<file path="src/rtl/sfe_pkg.sv">
package sfe_pkg;

  typedef enum logic {
    SEQ_IDLE   = 1'b0,
    SEQ_ACTIVE = 1'b1
  } seq_state_e;

  // Per-word mode bits captured at acceptance.
  typedef struct packed {
    logic cap_fall;
    logic idle_high;
    logic lsb_first;
  } word_mode_t;

  // Number of half bit-times from frame open to the first clock edge.
  function automatic logic [1:0] lead_halves(input logic delay_on, input logic start_fall);
    if (!delay_on) begin
      return 2'd1;
    end
    return start_fall ? 2'd2 : 2'd3;
  endfunction

endpackage

</file>
<file path="src/rtl/sfe_halfbit.sv">
module sfe_halfbit #(
  parameter int unsigned DIV_W = 8
) (
  input  logic             clk,
  input  logic             rst_n,
  input  logic             run,
  input  logic [DIV_W-1:0] half_len,
  output logic             tick
);

  logic [DIV_W-1:0] cnt_q, cnt_d;
  logic             wrap;

  assign wrap = (cnt_q == (half_len - 1'b1));
  assign tick = run && wrap;

  always_comb begin
    cnt_d = cnt_q;
    if (!run || wrap) begin
      cnt_d = '0;
    end else begin
      cnt_d = cnt_q + 1'b1;
    end
  end

  always_ff @(posedge clk or negedge rst_n) begin
    if (!rst_n) begin
      cnt_q <= '0;
    end else begin
      cnt_q <= cnt_d;
    end
  end

endmodule

</file>
<file path="src/rtl/sfe_seq.sv">
module sfe_seq
  import sfe_pkg::*;
#(
  parameter int unsigned LEN_W = 6,
  parameter int unsigned PH_W  = LEN_W + 3
) (
  input  logic             clk,
  input  logic             rst_n,
  input  logic             enable,
  input  logic             start,
  input  logic             tick,
  input  logic [1:0]       lead,
  input  logic [LEN_W-1:0] nbits,
  input  logic             cap_fall,
  input  logic             idle_high,
  output logic             active,
  output logic             sclk,
  output logic             cap_pulse,
  output logic             shift_pulse,
  output logic             done_pulse
);

  seq_state_e      st_q, st_d;
  logic [PH_W-1:0] ph_q, ph_d, ph_inc, edge_lo, edge_end;
  logic            sclk_q, sclk_d;
  logic            in_edge, at_end, is_act;

  assign is_act   = (st_q == SEQ_ACTIVE);
  assign ph_inc   = ph_q + 1'b1;
  assign edge_lo  = PH_W'(lead);
  assign edge_end = PH_W'(lead) + (PH_W'(nbits) << 1);
  assign in_edge  = is_act && tick && (ph_inc >= edge_lo) && (ph_inc < edge_end);
  assign at_end   = is_act && tick && (ph_inc == edge_end);

  // A sampling edge is one that leaves the level equal to cap_fall.
  assign cap_pulse   = enable && in_edge && (sclk_q == cap_fall);
  assign shift_pulse = enable && in_edge && (sclk_q != cap_fall);
  assign done_pulse  = enable && at_end;

  assign active = is_act;
  assign sclk   = sclk_q;

  always_comb begin
    st_d   = st_q;
    ph_d   = ph_q;
    sclk_d = sclk_q;
    if (!is_act) begin
      sclk_d = idle_high;
      ph_d   = '0;
      if (start) begin
        st_d = SEQ_ACTIVE;
      end
    end else if (!enable || at_end) begin
      st_d   = SEQ_IDLE;
      ph_d   = '0;
      sclk_d = idle_high;
    end else if (tick) begin
      ph_d = ph_inc;
      if (in_edge) begin
        sclk_d = ~sclk_q;
      end
    end
  end

  always_ff @(posedge clk or negedge rst_n) begin
    if (!rst_n) begin
      st_q   <= SEQ_IDLE;
      ph_q   <= '0;
      sclk_q <= 1'b0;
    end else begin
      st_q   <= st_d;
      ph_q   <= ph_d;
      sclk_q <= sclk_d;
    end
  end

endmodule

</file>
<file path="src/rtl/sfe_shift.sv">
module sfe_shift #(
  parameter int unsigned WORD_W = 32,
  parameter int unsigned LEN_W  = 6
) (
  input  logic              clk,
  input  logic              rst_n,
  input  logic              load,
  input  logic [WORD_W-1:0] tx_word,
  input  logic [LEN_W-1:0]  nbits,
  input  logic              lsb_first,
  input  logic              cap_pulse,
  input  logic              shift_pulse,
  input  logic              done_pulse,
  input  logic              miso,
  output logic              mosi,
  output logic [WORD_W-1:0] rx_word,
  output logic              rx_valid
);

  localparam int unsigned SH_W = $clog2(WORD_W) + 1;

  logic [SH_W-1:0]   gap;
  logic [WORD_W-1:0] tx_q, tx_d, rx_q, rx_d, rxo_q, rx_final;
  logic              seen_q, seen_d, rv_q;
  logic              tx_en, rx_en;

  assign gap      = SH_W'(WORD_W) - SH_W'(nbits);
  assign rx_final = lsb_first ? (rx_q >> gap) : rx_q;
  assign mosi     = lsb_first ? tx_q[0] : tx_q[WORD_W-1];

  assign tx_en = load || (shift_pulse && seen_q);
  assign rx_en = load || cap_pulse;

  always_comb begin
    tx_d   = tx_q;
    rx_d   = rx_q;
    seen_d = seen_q;
    if (load) begin
      tx_d   = lsb_first ? tx_word : (tx_word << gap);
      rx_d   = '0;
      seen_d = 1'b0;
    end else begin
      if (shift_pulse && seen_q) begin
        tx_d = lsb_first ? (tx_q >> 1) : (tx_q << 1);
      end
      if (cap_pulse) begin
        seen_d = 1'b1;
        rx_d   = lsb_first ? {miso, rx_q[WORD_W-1:1]} : {rx_q[WORD_W-2:0], miso};
      end
    end
  end

  always_ff @(posedge clk or negedge rst_n) begin
    if (!rst_n) begin
      tx_q   <= '0;
      rx_q   <= '0;
      seen_q <= 1'b0;
    end else begin
      if (tx_en) begin
        tx_q <= tx_d;
      end
      if (rx_en) begin
        rx_q   <= rx_d;
        seen_q <= seen_d;
      end
    end
  end

  always_ff @(posedge clk or negedge rst_n) begin
    if (!rst_n) begin
      rxo_q <= '0;
      rv_q  <= 1'b0;
    end else begin
      rv_q <= done_pulse;
      if (done_pulse) begin
        rxo_q <= rx_final;
      end
    end
  end

  assign rx_word  = rxo_q;
  assign rx_valid = rv_q;

endmodule

</file>
<file path="src/rtl/spi_frame_engine.sv">
module spi_frame_engine
  import sfe_pkg::*;
#(
  parameter int unsigned WORD_W = 32,
  parameter int unsigned LEN_W  = 6,
  parameter int unsigned DIV_W  = 8
) (
  input  logic              clk,
  input  logic              rst_n,
  input  logic              enable,
  input  logic [DIV_W-1:0]  cfg_div,
  input  logic              cfg_cap_fall,
  input  logic              cfg_idle_high,
  input  logic              cfg_start_dly,
  input  logic              cfg_start_fall,
  input  logic              cfg_frame_high,
  input  logic              cfg_lsb_first,
  input  logic [LEN_W-1:0]  cfg_len,
  input  logic              tx_valid,
  input  logic [WORD_W-1:0] tx_data,
  output logic              tx_ready,
  output logic              rx_valid,
  output logic [WORD_W-1:0] rx_data,
  output logic              busy,
  output logic              sclk,
  output logic              fsel,
  output logic              mosi,
  input  logic              miso
);

  localparam int unsigned PH_W = LEN_W + 3;

  logic [DIV_W-1:0] half_live, half_q, half_cur;
  logic [LEN_W-1:0] n_live, n_q, n_cur;
  logic [1:0]       lead_live, lead_q, lead_cur;
  word_mode_t       mode_live, mode_q, mode_cur;
  logic             accept, active, tick;
  logic             cap_pulse, shift_pulse, done_pulse, dp_mosi;

  // Effective settings derived from the live controls.
  assign half_live = (cfg_div < DIV_W'(2)) ? DIV_W'(1) : (cfg_div >> 1);
  assign n_live    = (cfg_len == '0) ? LEN_W'(1) :
                     (cfg_len > LEN_W'(WORD_W)) ? LEN_W'(WORD_W) : cfg_len;
  assign lead_live = lead_halves(cfg_start_dly, cfg_start_fall);
  assign mode_live = '{cap_fall: cfg_cap_fall, idle_high: cfg_idle_high,
                       lsb_first: cfg_lsb_first};

  assign accept   = !active && enable && tx_valid;
  assign tx_ready = !active && enable;

  // Settings in force: live while idle (used on the accepting edge), held while busy.
  assign half_cur = active ? half_q : half_live;
  assign n_cur    = active ? n_q    : n_live;
  assign lead_cur = active ? lead_q : lead_live;
  assign mode_cur = active ? mode_q : mode_live;

  always_ff @(posedge clk or negedge rst_n) begin
    if (!rst_n) begin
      half_q <= '0;
      n_q    <= '0;
      lead_q <= '0;
      mode_q <= '0;
    end else if (accept) begin
      half_q <= half_live;
      n_q    <= n_live;
      lead_q <= lead_live;
      mode_q <= mode_live;
    end
  end

  sfe_halfbit #(.DIV_W(DIV_W)) u_halfbit (
    .clk      (clk),
    .rst_n    (rst_n),
    .run      (active),
    .half_len (half_cur),
    .tick     (tick)
  );

  sfe_seq #(.LEN_W(LEN_W), .PH_W(PH_W)) u_seq (
    .clk         (clk),
    .rst_n       (rst_n),
    .enable      (enable),
    .start       (accept),
    .tick        (tick),
    .lead        (lead_cur),
    .nbits       (n_cur),
    .cap_fall    (mode_cur.cap_fall),
    .idle_high   (mode_cur.idle_high),
    .active      (active),
    .sclk        (sclk),
    .cap_pulse   (cap_pulse),
    .shift_pulse (shift_pulse),
    .done_pulse  (done_pulse)
  );

  sfe_shift #(.WORD_W(WORD_W), .LEN_W(LEN_W)) u_shift (
    .clk         (clk),
    .rst_n       (rst_n),
    .load        (accept),
    .tx_word     (tx_data),
    .nbits       (n_cur),
    .lsb_first   (mode_cur.lsb_first),
    .cap_pulse   (cap_pulse),
    .shift_pulse (shift_pulse),
    .done_pulse  (done_pulse),
    .miso        (miso),
    .mosi        (dp_mosi),
    .rx_word     (rx_data),
    .rx_valid    (rx_valid)
  );

  assign busy = active;
  assign fsel = active ? cfg_frame_high : ~cfg_frame_high;
  assign mosi = active & dp_mosi;

endmodule

</file>
<file path="config.mk">
export PLATFORM = sky130hd
export DESIGN_NAME = spi_frame_engine
export DESIGN_NICKNAME = d
export VERILOG_FILES = /design/src/rtl/sfe_pkg.sv /design/src/rtl/sfe_halfbit.sv /design/src/rtl/sfe_seq.sv /design/src/rtl/sfe_shift.sv /design/src/rtl/spi_frame_engine.sv
export SDC_FILE = /design/constraint.sdc
export NUM_CORES = 1
export LEC_CHECK = 0
export BUFFER_PORTS_ARGS = -buffer_cell sky130_fd_sc_hd__buf_4
export CAP_MARGIN = 20
export CORE_MARGIN = 8
export CORE_UTILIZATION = 60
export CTS_CLUSTER_SIZE = 28
export DETAILED_ROUTE_END_ITERATION = 10
export HOLD_SLACK_MARGIN = 0.12
export PLACE_DENSITY_LB_ADDON = 0.15
export SKIP_LAST_GASP = 1
export SYNTH_ARGS = -nofsm -noshare
export SYNTH_HDL_FRONTEND = slang
export SYNTH_HIERARCHICAL = 1
export SYNTH_SLANG_ARGS = --single-unit
</file>
<file path="constraint.sdc">
create_clock -name clk -period 5.02 [get_ports clk]
set_input_delay 1.255 -clock clk [delete_from_list [all_inputs] [get_ports clk]]
set_output_delay 1.255 -clock clk [all_outputs]
set_load 0.01 [all_outputs]
</file>
Yosys cells after proc, flatten, opt, wreduce, memory -nomap -nowiden

Cells that the tools add are included.

Register bits after elaboration: 136
Input port bits: 57
Output and inout bits: 38
Logic and storage cells: 91

$add $sub $neg: 5
$lt $le $gt $ge: 4
Eq/ne operators: 6
Shift operators: 2
Mux-type cells: 32
Bitwise logic cells: 3
Reduce and logical (&&, ||, !) cells: 24

Operator list:

| cell                                                 | count |
|---|---|
| 2-to-1 mux 32 bit                                    | 8 |
| left shift 32 x 6 -> 32 bit                          | 1 |
| >> shifter 32 x 6 -> 32 bit                          | 1 |
| 2-to-1 mux 9 bit                                     | 3 |
| 2-to-1 mux 6 bit                                     | 3 |
| 2-to-1 mux 8 bit                                     | 2 |
| logical AND 1 bit                                    | 12 |
| 2-to-1 mux 1 bit                                     | 12 |
| adder 9 x 1 -> 9 bit, second input constant          | 1 |
| equality test 9 bit                                  | 1 |
| greater-or-equal comparator 9 x 2 -> 1 bit           | 1 |
| < comparator 9 bit                                   | 1 |
| adder 2 x 7 -> 8 bit                                 | 1 |
| adder 8 x 1 -> 8 bit, second input constant          | 1 |
| equality test 8 bit                                  | 1 |
| < comparator 8 x 2 -> 1 bit, second input constant   | 1 |
| subtractor 8 x 1 -> 8 bit, second input constant     | 1 |
| 2-to-1 mux 7 bit                                     | 1 |
| greater-than comparator 6 bit, second input constant | 1 |
| logical NOT 6 bit                                    | 1 |
| AND reduction 2 bit                                  | 3 |
| subtractor 6 bit, first input constant               | 1 |
| logical OR 1 bit                                     | 4 |
| 2-to-1 mux 2 bit                                     | 2 |
| other kinds (9)                                      | 12 |

Logic depth before layout (Yosys ltp)

Depth in word-level cells: 14
Mapped depth: 23
Gate-level depth less buffers: 20

Cells and area by module

Netlist, hierarchy kept.

Modules (own cells, without submodules):

| module           | instances | cells each | area each (µm²) | seq. area each (µm²) |
|---|---|---|---|---|
| sfe_shift        | 1         | 912        | 8311.7          | 2452.4 |
| sfe_seq          | 1         | 142        | 1172.4          | 275.3 |
| spi_frame_engine | 1         | 111        | 1009.7          | 450.4 |
| sfe_halfbit      | 1         | 77         | 701.9           | 200.2 |

Worst setup path before layout

No wires, ideal clock.

Kind: input to register
Start point: in cfg_div[6]
End point: reg u_shift.tx_q[27]
Setup time: 0.128 ns
Arrival: 5.062 ns
Required time: 4.892 ns
Path slack: -0.169 ns
Stages on the path: 22
Path buffers: 3
Cell sequence: nor4_1 > a211oi_1 > a21oi_1 > inv_1 > ha_1 > clkbuf_2 > nand2b_1 > nand3_1 > o21ai_1 > a2111oi_4 > and3_1 > clkbuf_1 > and2_1 > o2111ai_1 > o21bai_2 > nor3b_1 > nand2_1 > clkbuf_1 > a21oi_1 > nor2_1 > a31oi_1 > o31ai_1

Word-level cells in the longest chain between the ends: 14
Elaborated cells on any way between the ends: 15
Those cells by class: add/sub (1); order compare (1); eq/ne (1); mux (2); reduce/logical (10)

Ends and longest elaborated chain:

| item                                                                    | RTL line                         | RTL |
|---|---|---|
| start: declaration                                                      | spi_frame_engine.sv:11           | `input logic [DIV_W-1:0] cfg_div,` |
| < comparator 8 x 2 -> 1 bit (*)                                         | spi_frame_engine.sv:41           | `assign half_live = (cfg_div < DIV_W'(2)) ? DIV_W'(1) : (cfg_div >> 1);` |
| 2-to-1 mux 7 bit (*)                                                    | spi_frame_engine.sv:41           |  |
| 2-to-1 mux 8 bit (*)                                                    | spi_frame_engine.sv:52           | `assign half_cur = active ? half_q : half_live;` |
| named net half_cur[0]                                                   | spi_frame_engine.sv:33           | `logic [DIV_W-1:0] half_live, half_q, half_cur;` |
| subtractor 8 x 1 -> 8 bit (*)                                           | sfe_halfbit.sv:14                | `assign wrap = (cnt_q == (half_len - 1'b1));` |
| equality test 8 bit (*)                                                 | sfe_halfbit.sv:14                |  |
| logical AND 1 bit (*)                                                   | sfe_halfbit.sv:15                | `assign tick = run && wrap;` |
| named net tick                                                          | spi_frame_engine.sv:37           | `logic accept, active, tick;` |
| logical AND 1 bit (*) (3 in a row)                                      | sfe_seq.sv:32                    | `assign in_edge = is_act && tick && (ph_inc >= edge_lo) && (ph_inc < edge_end);` |
| logical AND 1 bit (*) (2 in a row)                                      | sfe_seq.sv:37                    | `assign shift_pulse = enable && in_edge && (sclk_q != cap_fall);` |
| named net shift_pulse                                                   | spi_frame_engine.sv:38           | `logic cap_pulse, shift_pulse, done_pulse, dp_mosi;` |
| logical AND 1 bit (*)                                                   | sfe_shift.sv:31, sfe_shift.sv:43 |  |
| nonzero test 2 bit (no line) / logical OR 1 bit (equally long branches) | -                                |  |
| AND reduction 2 bit (no line) (*)                                       | -                                |  |
| end signal: assignment                                                  | sfe_shift.sv:60                  | `tx_q <= tx_d;` |
| end: declaration                                                        | sfe_shift.sv:23                  | `logic [WORD_W-1:0] tx_q, tx_d, rx_q, rx_d, rxo_q, rx_final;` |

Mark *: on every way through the listed nets, which the timed path passes. The rest lies on a longest branch.
A chain may end at the register's enable or synchronous reset.

Final worst setup path

Start point: in cfg_len[1]
End point: reg u_shift.tx_q[26]

Word-level cells in the longest chain between the ends: 12
Elaborated cells on any way between the ends: 18
Those cells by class: add/sub (2); order compare (2); shift (1); mux (5); reduce/logical (8)

Ends and longest elaborated chain:

| item                                                                    | RTL line                         | RTL |
|---|---|---|
| start: declaration                                                      | spi_frame_engine.sv:18           | `input logic [LEN_W-1:0] cfg_len,` |
| greater-than comparator 6 bit                                           | spi_frame_engine.sv:43           | `(cfg_len > LEN_W'(WORD_W)) ? LEN_W'(WORD_W) : cfg_len;` |
| 2-to-1 mux 6 bit                                                        | spi_frame_engine.sv:43           |  |
| 2-to-1 mux 6 bit (*)                                                    | spi_frame_engine.sv:42           | `assign n_live = (cfg_len == '0) ? LEN_W'(1) :` |
| 2-to-1 mux 6 bit (*)                                                    | spi_frame_engine.sv:53           | `assign n_cur = active ? n_q : n_live;` |
| named net n_cur[0]                                                      | spi_frame_engine.sv:34           | `logic [LEN_W-1:0] n_live, n_q, n_cur;` |
| adder 2 x 7 -> 8 bit (*)                                                | sfe_seq.sv:31                    | `assign edge_end = PH_W'(lead) + (PH_W'(nbits) << 1);` |
| < comparator 9 bit (*)                                                  | sfe_seq.sv:32                    |  |
| logical AND 1 bit (*)                                                   | sfe_seq.sv:32                    |  |
| logical AND 1 bit (*) (2 in a row)                                      | sfe_seq.sv:37                    |  |
| named net shift_pulse                                                   | spi_frame_engine.sv:38           |  |
| logical AND 1 bit (*)                                                   | sfe_shift.sv:31, sfe_shift.sv:43 |  |
| nonzero test 2 bit (no line) / logical OR 1 bit (equally long branches) | -                                |  |
| AND reduction 2 bit (no line) (*)                                       | -                                |  |

Marks and branches as above.

==> flow_metrics.tcl <==
set metrics [dict create \
    run_status "finished clean" \
    r2r_slack_ns 0.64 \
    num_vias 10736 \
    synth_compound_area_share_pct 21.3 \
    antenna_cells 0 \
    cts.clk_slew.worst_paths_ns 0.06 \
    yosys.area_share.simple_pct 17.9 \
    grt_max_degree 136 \
    ios 95 \
    relSlewSlack_pct 40.3 \
    grt_usage_pct 29.2 \
    worst-setup-path-type "in -> reg" \
    overflow 0 \
    synth_mux_area_share_pct 19.9 \
    chipWidth_um 153 \
    synth-adder-area-share_pct 1.34 \
    gp_congestion 0.988 \
    worstPathMaxFanout 11 \
    power_density_nw_per_um2 321 \
    reg2reg_depth 17 \
    totalWireLength_um 34000 \
    groute.layer.met3.usage_pct 5.39 \
    hold_path.class "reg -> reg" \
    endpoint_kind "flop" \
    final_util_pct 73.0 \
    use_met2_pct 45.4 \
    preCtsSetupSlack_ns -0.152 \
    vias_per_cell 6.56 \
    worst_pin_slew_ns 0.896 \
    r2r_end "u_shift/tx_q[26]" \
    p_total_mw 4.33 \
    ys_warn_count 6 \
    avgSynthCellArea_um2 9.01 \
    clock.fmax_mhz 209 \
    fin_crit_sh_pct 95.1 \
    placed_cells 1606 \
    fp.dieArea_um2 23300 \
    ys_seq_elements 135 \
    drive_above_1_share_pct 27.9 \
    clockRootBuffer "clkbuf_16" \
    critPathLaunchType "input port" \
    drc 0 \
    cts_buffers 17 \
    drt_iter0_drc 1089 \
    io_buffer_count 93 \
    setup_viol 0 \
    worstSetupStartpoint "cfg_len[1]" \
    postPlaceCellArea_um2 12900 \
    core_um2 18500 \
    die_h_um 153 \
    layout_setup_ws_ns 0.244 \
    maxCapViolations 0 \
    skew_ns 0.0114 \
    crit_path_max_incr_delay_ns 0.35 \
    fin_area_um2 13500 \
    ant_nets 0 \
    met1_usage_pct 40.1 \
    cpMaxStageDelayCell "a2111oi_2" \
    synthArstFlopShare_pct 100 \
    synth-xor-area-share_pct 3.63 \
    clk_path_buf_depth 2 \
    syn-num-nets 1311 \
    final_hold_viol_count 0 \
    grt_pass1_wl_um 55900 \
    areaGrowthSynthToFinish_pct 20.7 \
    slew_viol_final 0 \
    grt_pass1_vias 10543 \
    crit_required_ns 5.32 \
    post_cts_buffers 0 \
    dp_hpwl_um 24500 \
    synth_enable_flop_cells 0 \
    busiest_layer "met2" \
    ys_seq_area_share_pct 30.2 \
    first_pass_iters 7 \
    arrival_ns 5.07 \
    clk_latency_ns 0.43 \
    leakage_nw 5.70 \
    syn_area_um2 11200 \
    vdd_ir_drop_max_mv 0.337 \
    post-route-min-period_ns 4.78 \
    antenna_found_initial 0 \
    post_drt_wl_per_cell_um 20.8 \
    fin_cells 1637 \
    cts_tree "yes" \
    endpoint "u_shift/tx_q[26]" \
    path_cells "buf_4, nor4_2, nor2_1, o31ai_4, ha_1, ha_1, xnor2_1, ha_1, and3b_1, o21ai_1, nand3_1, a2111oi_2, buf_4, o21bai_2, nor3b_1, nand2_2, buf_4, a21oi_1, nor2_1, a31oi_1, o31ai_1" \
    ys_types 89 \
    cts.sinks 135 \
    finalNetCount 1460 \
    rows 50 \
    start_util_pct 60.5 \
    reg2reg_from "u_seq/active" \
    rsz0062_at_grt "no" \
    htreeDepth 4 \
    syn_inst 1242 \
    synthFlopType "dfrtp_1" \
    synth_top_family_by_area "compound AO/OA/AOI/OAI gates" \
]
Yosys cell counts (27+ instances only):
| cell | count | area (µm²) |
|---|---|---|
| mux2i_1 | 90 | 901 |
| o21ai_0 | 36 | 180 |
| buf_2 | 27 | 135 |
| nor2_1 | 126 | 473 |
| mux4_2 | 47 | 1060 |
| clkbuf_1 | 55 | 206 |
| nand2_1 | 142 | 533 |
| dfrtp_1 | 135 | 3380 |
| nor2b_1 | 31 | 194 |
| nand3_1 | 30 | 150 |
| a21oi_1 | 106 | 531 |
| a211oi_1 | 66 | 495 |
worst max-delay path, delay by kind of cell:
kind                     cells  cell delay (ns)
buffers and inverters        3             0.49
XOR/XNOR                     1             0.15
AO/OA/AOI/OAI                7             1.34
adder cells (fa/ha/maj)      3             0.68
AND/OR/NAND/NOR              7             1.14
cells in the final DEF (no fill, tap or decap), drive strengths merged, types with 7 or more instances in the layout:
cell / synthesis / layout
mux2: 24 / 24
o211ai: 9 / 9
a22oi: 10 / 10
nand2b: 15 / 15
o21ai: 42 / 42
a21oi: 107 / 107
a222oi: 10 / 10
xor2: 18 / 18
nand3: 31 / 31
mux2i: 90 / 90
nor2b: 31 / 31
nor2: 128 / 128
and3: 17 / 17
mux4: 47 / 47
a41oi: 9 / 9
nand2: 142 / 142
dfrtp: 135 / 135
a31oi: 7 / 7
nor3: 15 / 15
buf: 51 / 238
xnor2: 24 / 24
ha: 12 / 12
a211oi: 67 / 67
inv: 23 / 29
a221oi: 10 / 10
o22ai: 11 / 11
clkbuf: 57 / 17
power by group:
part / switching [mW] / leakage (nW) / internal (mW)
clock network: 0.538 / 0.264 / 0.694
logic: 1.00 / 3.66 / 0.797
registers: 0.102 / 1.78 / 1.20
final cells by class:
cell class	instances	area, µm²
multi-input combinational	976	7290
fill	1414	5010
clock inverter	14	145
timing repair buffer	238	1890
clock buffer	17	425
sequential	135	3380
inverter	23	88.8
tap	234	293
routing by layer:
metal	up-vias	share of wire [%]
met5	-	0
met4	0	2.2
met3	72	9.0
met2	528	47
met1	5187	42
li1	4949	-
logic make-up after synthesis:
logic type | count (synthesis)
and+or+nand+nor | 418
AOI/OAI and AO/OA | 341
muxes | 161
DFF | 135
buffers and inverters | 131
xor gates and xnor gates | 43
adders and majority gates | 12
other | 1
metrics by stage:
stage	setup TNS (ns)	hold WS (ns)
2_1_floorplan	0	0.439
3_3_place_gp	0	0.453
3_5_place_dp	-2.39	0.457
4_1_cts	0	0.473
5_1_grt	0	0.486
6_report	0	0.474
worst min path at each step:
stage	startpoint	to	slack, ns	cells after the start
2_1_floorplan	half_q[1]	half_q[1]	0.44	2
3_5_place_dp	half_q[3]	half_q[3]	0.46	2
4_1_cts	half_q[3]	half_q[3]	0.47	2
6_report	half_q[3]	half_q[3]	0.47	2
3_3_place_gp	mode_q[2]	mode_q[2]	0.45	2
5_1_grt	half_q[3]	half_q[3]	0.49	2
state kept, by name, indices dropped and copies added (netlist names):
signal and flops:
u_shift/seen_q 1, u_shift/rx_valid 1, u_seq/ph_q 9, half_q 7
lead_q 2, u_seq/sclk 1, u_halfbit/cnt_q 8, u_seq/active 1
u_shift/rx_q 32, u_shift/rx_word 32, mode_q 3, n_q 6
u_shift/tx_q 32
repair_timing:
item,CTS,global route
hold buffers,0,0
setup endpoints to repair,0,24
gates resized for setup,0,7
Power figures use the tool's default switching activity.
